## config.mk

```make
export PLATFORM = sky130hd
export DESIGN_NAME = burst_addr_gen
export DESIGN_NICKNAME = d
export VERILOG_FILES = /design/src/rtl/burst_pkg.sv /design/src/rtl/burst_beat_ctr.sv /design/src/rtl/burst_order_map.sv /design/src/rtl/burst_base_reg.sv /design/src/rtl/burst_addr_gen.sv
export SDC_FILE = /design/constraint.sdc
export NUM_CORES = 1
export LEC_CHECK = 0
export BUFFER_PORTS_ARGS = -buffer_cell sky130_fd_sc_hd__buf_2
export CORE_ASPECT_RATIO = 0.9
export CORE_MARGIN = 5
export CORE_UTILIZATION = 41
export DETAILED_ROUTE_END_ITERATION = 8
export HOLD_SLACK_MARGIN = 0.08
export PLACE_DENSITY = 0.78
export SETUP_SLACK_MARGIN = 0.5
export SYNTH_ARGS = -nofsm -noshare
export SYNTH_HDL_FRONTEND = slang
export SYNTH_SLANG_ARGS = --single-unit
```

## constraint.sdc

```tcl
create_clock -name clk -period 0.95 [get_ports clk]
set_input_delay 0.0475 -clock clk [delete_from_list [all_inputs] [get_ports clk]]
set_output_delay 0.0475 -clock clk [all_outputs]
set_load 0.02 [all_outputs]
```

## src/rtl/burst_pkg.sv

```systemverilog
package burst_pkg;
   typedef enum logic {
      SEQ_LINEAR     = 1'b0,
      SEQ_INTERLEAVE = 1'b1
   } seq_mode_e;
endpackage

```

## src/rtl/burst_beat_ctr.sv

```systemverilog
module burst_beat_ctr #(
   parameter int CNT_W = 2
) (
   input  logic             clk,
   input  logic             rst_n,
   input  logic             load_i,
   input  logic             step_i,
   input  logic [CNT_W-1:0] start_d_i,
   output logic [CNT_W-1:0] start_q_o,
   output logic [CNT_W-1:0] beat_q_o
);
   always_ff @(posedge clk) begin
      if (!rst_n) begin
         start_q_o <= '0;
         beat_q_o  <= '0;
      end else if (load_i) begin
         start_q_o <= start_d_i;
         beat_q_o  <= '0;
      end else if (step_i) begin
         beat_q_o  <= beat_q_o + 1'b1;
      end
   end
endmodule

```

## src/rtl/burst_order_map.sv

```systemverilog
module burst_order_map
   import burst_pkg::*;
#(
   parameter int CNT_W = 2
) (
   input  logic             seq_sel_i,
   input  logic [CNT_W-1:0] start_i,
   input  logic [CNT_W-1:0] beat_i,
   output logic [CNT_W-1:0] ofs_o
);
   logic [CNT_W-1:0] ilv_ofs;
   logic [CNT_W-1:0] lin_ofs;
   seq_mode_e        mode;

   assign mode = seq_mode_e'(seq_sel_i);

   for (genvar b = 0; b < CNT_W; b++) begin : g_ilv_bit
      assign ilv_ofs[b] = start_i[b] ^ beat_i[b];
   end

   assign lin_ofs = start_i + beat_i;

   always_comb begin
      unique case (mode)
         SEQ_INTERLEAVE: ofs_o = ilv_ofs;
         default:        ofs_o = lin_ofs;
      endcase
   end
endmodule

```

## src/rtl/burst_base_reg.sv

```systemverilog
module burst_base_reg #(
   parameter int UP_W = 15
) (
   input  logic            clk,
   input  logic            rst_n,
   input  logic            load_i,
   input  logic [UP_W-1:0] up_d_i,
   output logic [UP_W-1:0] up_q_o
);
   always_ff @(posedge clk) begin
      if (!rst_n)      up_q_o <= '0;
      else if (load_i) up_q_o <= up_d_i;
   end
endmodule

```

## src/rtl/burst_addr_gen.sv

```systemverilog
module burst_addr_gen #(
   parameter int ADDR_W = 17,
   parameter int CNT_W  = 2
) (
   input  logic              clk,
   input  logic              rst_n,
   input  logic              load_i,
   input  logic              adv_n_i,
   input  logic              seq_sel_i,
   input  logic [ADDR_W-1:0] addr_i,
   output logic [CNT_W-1:0]  burst_ofs_o,
   output logic [ADDR_W-1:0] array_addr_o
);
   localparam int UP_W = ADDR_W - CNT_W;

   if (CNT_W < 1) begin : g_bad_cnt
      $error("burst_addr_gen: CNT_W must be at least 1");
   end
   if (UP_W < 1) begin : g_bad_addr
      $error("burst_addr_gen: ADDR_W must exceed CNT_W");
   end

   logic [CNT_W-1:0] start_q;
   logic [CNT_W-1:0] beat_q;
   logic [UP_W-1:0]  upper_q;

   burst_beat_ctr #(.CNT_W(CNT_W)) u_ctr (
      .clk       (clk),
      .rst_n     (rst_n),
      .load_i    (load_i),
      .step_i    (!adv_n_i),
      .start_d_i (addr_i[CNT_W-1:0]),
      .start_q_o (start_q),
      .beat_q_o  (beat_q)
   );

   burst_order_map #(.CNT_W(CNT_W)) u_map (
      .seq_sel_i (seq_sel_i),
      .start_i   (start_q),
      .beat_i    (beat_q),
      .ofs_o     (burst_ofs_o)
   );

   burst_base_reg #(.UP_W(UP_W)) u_base (
      .clk    (clk),
      .rst_n  (rst_n),
      .load_i (load_i),
      .up_d_i (addr_i[ADDR_W-1:CNT_W]),
      .up_q_o (upper_q)
   );

   assign array_addr_o = {upper_q, burst_ofs_o};
endmodule

```

==> load_flow_metrics.sql <==
INSERT INTO impl_metrics (metric_group, metric, value, unit) VALUES
('timing', 'finalCriticalPeriod', '1.27', 'ns'),
('clock_network', 'clkLatencyLatePin', '0.28', 'ns'),
('global_route', 'first_pass_grt_wire_length', '2.66', 'mm'),
('cells_and_area', 'antenna_cells', '0', ''),
('critical_path', 'setup.worst_path.start', 'u_ctr.beat_q_o[0]', ''),
('cells_and_area', 'nFillCells', '146', ''),
('min_path', 'worstHoldPathType', 'input port to flop', ''),
('timing', 'setup-tns-final', '-0.861', 'ns'),
('pwr', 'static-leakage-power', '0.576', 'nW'),
('pwr', 'max-vdd-ir-drop', '1.12', 'mV'),
('floorplan', 'die_area', '2920', 'um2'),
('global_route', 'track_usage', '0.119', ''),
('critical_path', 'worstPathRequired', '0.90', 'ns'),
('timing', 'whs', '0.0198', 'ns'),
('critical_path', 'slowest_stage', 'dfxtp_2', ''),
('place', 'place_hpwl', '1.15', 'mm'),
('place', 'instance_area_at_placement', '1070', 'um2'),
('global_route', 'vias_in_the_first_global_route', '643', ''),
('critical_path', 'crit_family', 'flip-flops', ''),
('yosys', 'synth_net_count', '91', ''),
('clock_network', 'clock-sinks', '19', ''),
('yosys', 'synth.lib_cells_used.distinct', '12', ''),
('floorplan', 'effective_utilization_at_floorplan', '0.423', ''),
('critical_path', 'worstSetupEndpointType', 'primary output', ''),
('yosys', 'yosysSeqAreaShare', '0.479', ''),
('flow_run', 'cap_violations', '0', ''),
('timing', 'worst_pin_slew', '0.251', 'ns'),
('critical_path', 'max_stage_delay', '0.36', 'ns'),
('yosys', 'post_synth_instance_area', '793', 'um2'),
('yosys', 'ys_seq_elements', '19', ''),
('timing', 'final_max_tran_viols', '0', ''),
('critical_path', 'critPathBufInv', '1', ''),
('min_path', 'timing.hold.worst_path_depth', '3', ''),
('critical_path', 'r2r-start', 'u_ctr.beat_q_o[0]', ''),
('timing', 'setup_viol_count_final', '5', ''),
('cells_and_area', 'area_growth_syn_to_layout', '56.9', '%'),
('place', 'numPortBuffers', '40', ''),
('clock_network', 'clkTransAtPathRegs', '0.10', 'ns'),
('outcome', 'violated_checks', 'negative setup slack', ''),
('timing', 'worst_slew_margin_rel', '0.832', ''),
('outcome', 'run_status', 'finished with violations', ''),
('critical_path', 'critical_path_arrival', '1.22', 'ns'),
('yosys', 'synthesis.yosys.warnings', '0', ''),
('drt', 'dr_total_vias', '600', ''),
('floorplan', 'number_of_placement_rows', '15', ''),
('critical_path', 'reg2reg_to', 'u_ctr.beat_q_o[1]', ''),
('yosys', 'synthCells', '68', ''),
('cells_and_area', 'layout-drive-gt1-share', '0.649', ''),
('floorplan', 'core_area', '1880', 'um2'),
('timing', 'clock-skew-final', '0.000756', 'ns'),
('drt', 'drt_iter0_drc', '2', ''),
('critical_path', 'path_cells', 'ha_4, nor2b_4, xnor2_4, buf_6', ''),
('min_path', 'hold_start', 'addr_i[10]', ''),
('timing', 'finalWorstSetupSlack', '-0.317', 'ns'),
('clock_network', 'h_tree_depth', '1', ''),
('drt', 'route.final.wire_length', '1.54', 'mm'),
('yosys', 'synthesis.area_per_instance', '11.7', 'um2'),
('floorplan', 'fp.dieW', '56.4', 'um'),
('floorplan', 'dieHeight', '51.7', 'um'),
('clock_network', 'numCtsBuffers', '3', ''),
('place', 'gp_congestion', '0.607', ''),
('drt', 'post-route-drc-count', '0', ''),
('pwr', 'pwr_density_cell', '1330', 'nW/um2'),
('critical_path', 'r2r.worst_path.cells', '5', ''),
('cells_and_area', 'layout.cells.most_common_list', '21 x buf_2, 21 x buf_6, 18 x nor2b_1, 18 x dfxtp_2, 17 x mux2i_1', ''),
('cells_and_area', 'fin_area', '1240', 'um2'),
('global_route', 'grt_max_degree', '19', ''),
('timing', 'hold_violations', '0', ''),
('drt', 'firstDrtPassIters', '3', ''),
('global_route', 'number_of_antenna_violations_at_the_first_check_in_global_routing', '0', ''),
('drt', 'avgViaCountPerCell', '4.41', '');
[metrics by stage]
step / total power [mW] / std cells / utilization / worst slack [ns]
after detailed placement: 1.21 / 130 / 0.571 / -0.0331
after global routing: 1.76 / 136 / 0.663 / -0.373
after global placement: 1.21 / 130 / 0.571 / -0.0247
final: 1.66 / 136 / 0.663 / -0.317
after floorplan: 1.13 / 68 / - / -0.0788
after CTS: 1.69 / 136 / 0.663 / -0.325
[logic make-up (layout without fill, tap and decap cells)]
logic type	count (synthesis)	after routing	synth area share
and+or+nand+nor	23	23	0.192
muxes	17	17	0.215
buffers and inverters	5	48	0.0647
xor gates and xnor gates	3	3	0.0331
adders and majority gates	1	1	0.0158
DFF	19	19	0.479
[cells in the mapped netlist (all sizes together)]
master | number | area, um2
nor2b | 20 | 125
xnor2 | 3 | 26.3
dfxtp | 19 | 380
ha | 1 | 12.5
nor3 | 1 | 10.0
nor2 | 1 | 3.75
mux2i | 17 | 170
nand2b | 1 | 13.8
buf | 5 | 51.3
[worst max path at each step]
stage | end | slack (ns) | depth (start not counted)
finish | array_addr_o[1] | -0.32 | 4
floorplan | burst_ofs_o[1] | -0.08 | 4
global placement | array_addr_o[1] | -0.02 | 4
CTS | array_addr_o[1] | -0.33 | 4
detailed placement | array_addr_o[1] | -0.03 | 4
global route | array_addr_o[1] | -0.37 | 4
[layer usage]
layer,global-route usage,routed length (um)
met1,0.140,656
met5,0,0
met4,0.0474,10
met3,0.0323,95
met2,0.208,777
[final cells by class]
type                            instances  area (um2)  area share
Clock buffer                            4        26.3      0.0211
Sequential cell                        19         403       0.324
Tap cell                               25        31.3      0.0251
Timing Repair Buffer                   44         369       0.296
Multi-Input combinational cell         44         415       0.334
[sequential cells by signal, summed over array words and instances (netlist names)]
name and flops:
u_ctr.start_q_o 2, u_ctr.beat_q_o 2, u_base.up_q_o 15
[tightest hold or removal path: stages]
cell and delay, ns:
buf_2 0.08, mux2i_1 0.05, nor2b_1 0.09
[repair_timing]
action | 4_1_cts | 5_1_grt
gates resized for setup | 41 | 0
endpoints found under the hold margin | 17 | 17
pin swaps | 3 | 4
setup endpoints to repair | 38 | 38
setup buffers | 2 | 0
[power breakdown]
| group | total (mW) | switching, mW | internal [mW] |
|---|---|---|---|
| sequential | 0.884 | 0.0334 | 0.851 |
| combinational | 0.395 | 0.171 | 0.225 |
| clock | 0.379 | 0.216 | 0.163 |
Power figures use the tool's default switching activity.
